File: src/rtl/wdog_stage_ctrl.sv
module wdog_stage_ctrl #(
  parameter int NTMR = 11,
  parameter int SELW = 4,
  parameter logic [31:0] KEY = 32'h0000_C45A
) (
  input  logic             clk,
  input  logic             rst_n,
  input  logic             reg_wr,
  input  logic [3:0]       reg_addr,
  input  logic [31:0]      reg_wdata,
  output logic [31:0]      reg_rdata,
  input  logic [NTMR-1:0]  tick_i,
  output logic             irq_o,
  output logic             fiq_o,
  output logic             rst_sys_o,
  output logic             rst_pmc_o
);
  logic [SELW-1:0] src;
  logic periodic, irq_en, fiq_en, sys_en, pmc_en;
  logic running, pending, fired, unlocked;
  logic [1:0] stage;
  logic hit, counted;

  wire aligned = reg_addr[1:0] == 2'b00;
  wire wr_cfg  = reg_wr && aligned && reg_addr[3:2] == 2'd0;
  wire wr_cmd  = reg_wr && aligned && reg_addr[3:2] == 2'd2;
  wire wr_key  = reg_wr && aligned && reg_addr[3:2] == 2'd3;
  wire do_start = wr_cmd && reg_wdata[0];
  wire do_stop  = wr_cmd && !reg_wdata[0] && reg_wdata[1] && unlocked;

  always_comb begin
    hit = 1'b0;
    for (int i = 0; i < NTMR; i++)
      if (src == SELW'(i)) hit = tick_i[i];
  end

  assign counted = running && hit && (periodic || stage == 2'd0);

  always_ff @(posedge clk) begin
    if (!rst_n) begin
      src <= '0; periodic <= 1'b0; irq_en <= 1'b0; fiq_en <= 1'b0;
      sys_en <= 1'b0; pmc_en <= 1'b0;
    end else if (wr_cfg) begin
      src <= reg_wdata[SELW-1:0];
      periodic <= reg_wdata[4];
      irq_en <= reg_wdata[12];
      fiq_en <= reg_wdata[13];
      sys_en <= reg_wdata[14];
      pmc_en <= reg_wdata[15];
    end
  end

  always_ff @(posedge clk) begin
    if (!rst_n) begin
      running <= 1'b0; pending <= 1'b0; fired <= 1'b0; stage <= 2'd0;
    end else if (do_start) begin
      running <= 1'b1; pending <= 1'b0; fired <= 1'b0; stage <= 2'd0;
    end else if (do_stop) begin
      running <= 1'b0; pending <= 1'b0; fired <= 1'b0; stage <= 2'd0;
    end else if (counted) begin
      pending <= 1'b1;
      if (stage == 2'd3) fired <= 1'b1;
      else stage <= stage + 2'd1;
    end
  end

  always_ff @(posedge clk) begin
    if (!rst_n) unlocked <= 1'b0;
    else if (wr_key && reg_wdata == KEY) unlocked <= 1'b1;
    else if (wr_cmd) begin
      if (reg_wdata[1]) unlocked <= 1'b0;
    end else if (reg_wr) unlocked <= 1'b0;
  end

  always_comb begin
    reg_rdata = '0;
    if (aligned) begin
      case (reg_addr[3:2])
        2'd0: begin
          reg_rdata[SELW-1:0] = src;
          reg_rdata[4]  = periodic;
          reg_rdata[12] = irq_en;
          reg_rdata[13] = fiq_en;
          reg_rdata[14] = sys_en;
          reg_rdata[15] = pmc_en;
        end
        2'd1: reg_rdata[1:0] = {pending, running};
        default: reg_rdata = '0;
      endcase
    end
  end

  assign irq_o     = running && pending && irq_en;
  assign fiq_o     = running && pending && fiq_en;
  assign rst_sys_o = running && fired && sys_en;
  assign rst_pmc_o = running && fired && pmc_en;

  a_r6_start_clears: assert property (@(posedge clk) disable iff (!rst_n)
    do_start |=> (running && !pending && stage == 2'd0 && !rst_sys_o && !rst_pmc_o));
  a_r5_fire_after_third: assert property (@(posedge clk) disable iff (!rst_n)
    $rose(fired) |-> $past(stage) == 2'd3);
  a_r8_stopped_stays_idle: assert property (@(posedge clk) disable iff (!rst_n)
    (!running && !do_start) |=> (!running && stage == 2'd0 && !pending));
  a_r7_locked_disable: assert property (@(posedge clk) disable iff (!rst_n)
    (running && wr_cmd && !reg_wdata[0] && !unlocked) |=> running);
  a_r4_first_pends: assert property (@(posedge clk) disable iff (!rst_n)
    (running && hit && stage == 2'd0 && !wr_cmd) |=> pending);
  a_r9_key_spent: assert property (@(posedge clk) disable iff (!rst_n)
    (wr_cmd && reg_wdata[1]) |=> !unlocked);
endmodule

File: config.mk
export PLATFORM = sky130hd
export DESIGN_NAME = wdog_stage_ctrl
export DESIGN_NICKNAME = d
export VERILOG_FILES = /design/src/rtl/wdog_stage_ctrl.sv
export SDC_FILE = /design/constraint.sdc
export NUM_CORES = 1
export LEC_CHECK = 0
export ABC_AREA = 1
export CORE_MARGIN = 2
export CORE_UTILIZATION = 41
export CTS_CLUSTER_SIZE = 25
export DETAILED_ROUTE_END_ITERATION = 16
export DONT_BUFFER_PORTS = 1
export GPL_TIMING_DRIVEN = 0
export PLACE_DENSITY = 0.57
export SLEW_MARGIN = 20
export SYNTH_ARGS = -nofsm -noshare
export SYNTH_HDL_FRONTEND = slang
export SYNTH_SLANG_ARGS = --single-unit
File: constraint.sdc
create_clock -name clk -period 1.15 [get_ports clk]
set_input_delay 0.115 -clock clk [delete_from_list [all_inputs] [get_ports clk]]
set_output_delay 0.115 -clock clk [all_outputs]
set_load 0.02 [all_outputs]
==> impl_metrics.tcl <==
set metrics [dict create \
    synth-async-reset-ratio_pct 0 \
    max_freq_ghz 0.763 \
    grt_pass1_vias 1102 \
    cp-start-kind "flop" \
    setup_viol 6 \
    dieHeight_um 58.2 \
    syn_area_um2 1200 \
    cts_tree "done" \
    crit_slowest_cell "dfxtp_4" \
    diodes 0 \
    routed_wl_um 2920 \
    cts.sinks 15 \
    dpl.hpwl_um 2320 \
    area_growth_pct 34.1 \
    place_area_um2 1330 \
    avgSynthCellArea_um2 6.40 \
    min_from "rst_n" \
    grt_pass1_wl_um 4690 \
    critical_path_class "flop to flop" \
    layout-drive-gt1-share_pct 35.1 \
    die_w_um 58.2 \
    clock_latency_ns 0.28 \
    h-tree-depth 1 \
    clkSlewWorstSetupHoldPaths_ns 0.09 \
    yosys.area.top_type_share_pct 24.9 \
    min_path_type "primary input to flop" \
    yosysWarnings 0 \
    mostFrequentLayoutCells "buf_4, inv_1, nand2_1, conb_1, a21oi_1" \
    finalNetCount 275 \
    root_buffer "clkbuf_4" \
    netlist_instances 188 \
    synth_seq_area_share_pct 24.9 \
    design_area_um2 1610 \
    cpMostUsedCell "nand2_1" \
    power.total_uw 1120 \
    ys_ff_latch 15 \
    grt_max_degree 11 \
    path_delay_family "simple AND/OR/NAND/NOR gates" \
    start_util_pct 43.3 \
    p_leak_uw 0.000803 \
    max_cap_viol_count 0 \
    final.setup_skew_ns 0.00254 \
    routabilityCongestion 0.805 \
    ys.flop_type "dfxtp_1" \
    nFillCells 269 \
    crit_chain "buf_4, nand3_1, nand2_1, nand2_1, nand2_1, nand2_1, nand2_2, buf_4, a21oi_1, nor2_1" \
    synthXorXnorAreaFrac_pct 0 \
    synthMuxAreaShare_pct 0 \
    min_period_ns 1.31 \
    arrival_ns 1.49 \
    startpoint "src[1]$_SDFFE_PN0P_" \
    critPathCaptureType "flop" \
    vias_per_cell 4.74 \
    pre_cts_ws_ns -0.202 \
    initialDrtViolationCount 24 \
    synthSimpleGateAreaFrac_pct 33.1 \
    synth_compound_area_share_pct 11.4 \
    synthAdderAreaFrac_pct 2.08 \
    crit_buf_inv 2 \
    p_per_area_nw_per_um2 695 \
    synth_edf_count 0 \
    boundaryPins 86 \
    worstPathMaxFanout 4 \
    gr-total-overflow 0 \
    fp-row-count 19 \
    layout_commonest_cell "buf_4" \
    grt_usage_pct 17.4 \
    status "complete, but fails checks" \
    yosysUniqueCellTypes 25 \
    worst_ir_drop_vdd_mv 0.668 \
    crit_required_ns 1.33 \
    synth.area.top_cells "dfxtp_1, buf_4, inv_1" \
    r2r-start "src[1]$_SDFFE_PN0P_" \
    fin_crit_sh_pct 114 \
    synth_top_family_by_area "simple AND/OR/NAND/NOR gates" \
    drc 0 \
    final_max_slew_viol_count 0 \
    rsz0062_at_grt "yes" \
    die-area_um2 3380 \
    worst_slack_ns -0.160 \
    vias 1199 \
    fin_tns_setup_ns -0.646 \
    violations "negative setup slack" \
    clock_path_buffers 2 \
    wire_per_inst_um 11.5 \
    utilization_pct 58.0 \
    core_um2 2780 \
    report.final.hold_viol_count 0 \
    detail-route-antenna-nets 0 \
    portBuffers 0 \
    first_pass_iters 4 \
    synth_top_area_cell "dfxtp_1" \
    cpPeakStageDelay_ns 0.37 \
    cts_buffers 3 \
    antenna_found_initial 0 \
]
## per-layer routing
| layer | track usage (%) | part of all wire, % | wire length (µm) | vias to the layer above |
|---|---|---|---|---|
| met5 | 0 | 0 | 0 | - |
| met4 | 2.99 | 0.34 | 10 | 0 |
| met3 | 4.24 | 7.6 | 221 | 2 |
| met2 | 32.5 | 52 | 1530 | 50 |
| met1 | 20.3 | 40 | 1160 | 523 |
| li1 | - | - | - | 624 |
## through the flow
step                hold WS [ns]  cells
floorplan                  0.246    210
global placement           0.259    241
global route              0.0333    253
CTS                       0.0158    250
finish                    0.0233    253
detailed placement         0.260    241
## kinds of logic after synthesis
kind of cell | Yosys count
buffers and inverters | 63
other | 1
and+or+nand+nor | 80
DFF | 15
AOI/OAI and AO/OA | 27
adders and majority gates | 2
## sequential cells by signal, indices dropped and copies added (netlist names)
signal,cells
fiq_en,1
fired,1
irq_en,1
pending,1
periodic,1
pmc_en,1
running,1
src,4
stage,2
sys_en,1
unlocked,1
## Yosys cell counts (4+ instances only)
cell      n
nor2_1   11
nor3_1   14
o21ai_0   8
a21oi_1  16
nor4_1    6
inv_1    33
nand2_1  28
nand3_1  10
dfxtp_1  15
inv_2     4
buf_4    23
## what timing repair did
action	in CTS	in global routing
endpoints found under the hold margin	8	0
setup buffers	4	3
hold buffers	2	0
pin swaps	12	13
gates resized for setup	39	11
endpoints found under the setup margin	17	17
## worst paths after layout
check | endpoint | slack, ns | cells after the start
max | pending$_SDFFE_PP0P_ | -0.16 | 10
min | running$_SDFFE_PN0P_ | 0.02 | 2
max reg2reg | pending$_SDFFE_PP0P_ | -0.16 | 10
min reg2reg | unlocked$_SDFFE_PN0P_ | 0.48 | 2
## final cells by class
class | count | area, µm² | area share [%]
multi-input combinational | 132 | 818 | 50.7
inverter | 37 | 146 | 9.07
tap | 31 | 38.8 | 2.40
sequential | 15 | 317 | 19.6
clock buffer | 4 | 26.3 | 1.63
timing repair buffer | 9 | 72.6 | 4.50
buffer | 25 | 195 | 12.1
## power breakdown
group / total (µW) / switching [µW] / internal [µW]
clock: 302 / 168 / 134
sequential: 527 / 7.03 / 520
combinational: 293 / 180 / 112
Note: power is estimated with default switching activity, not from simulation.
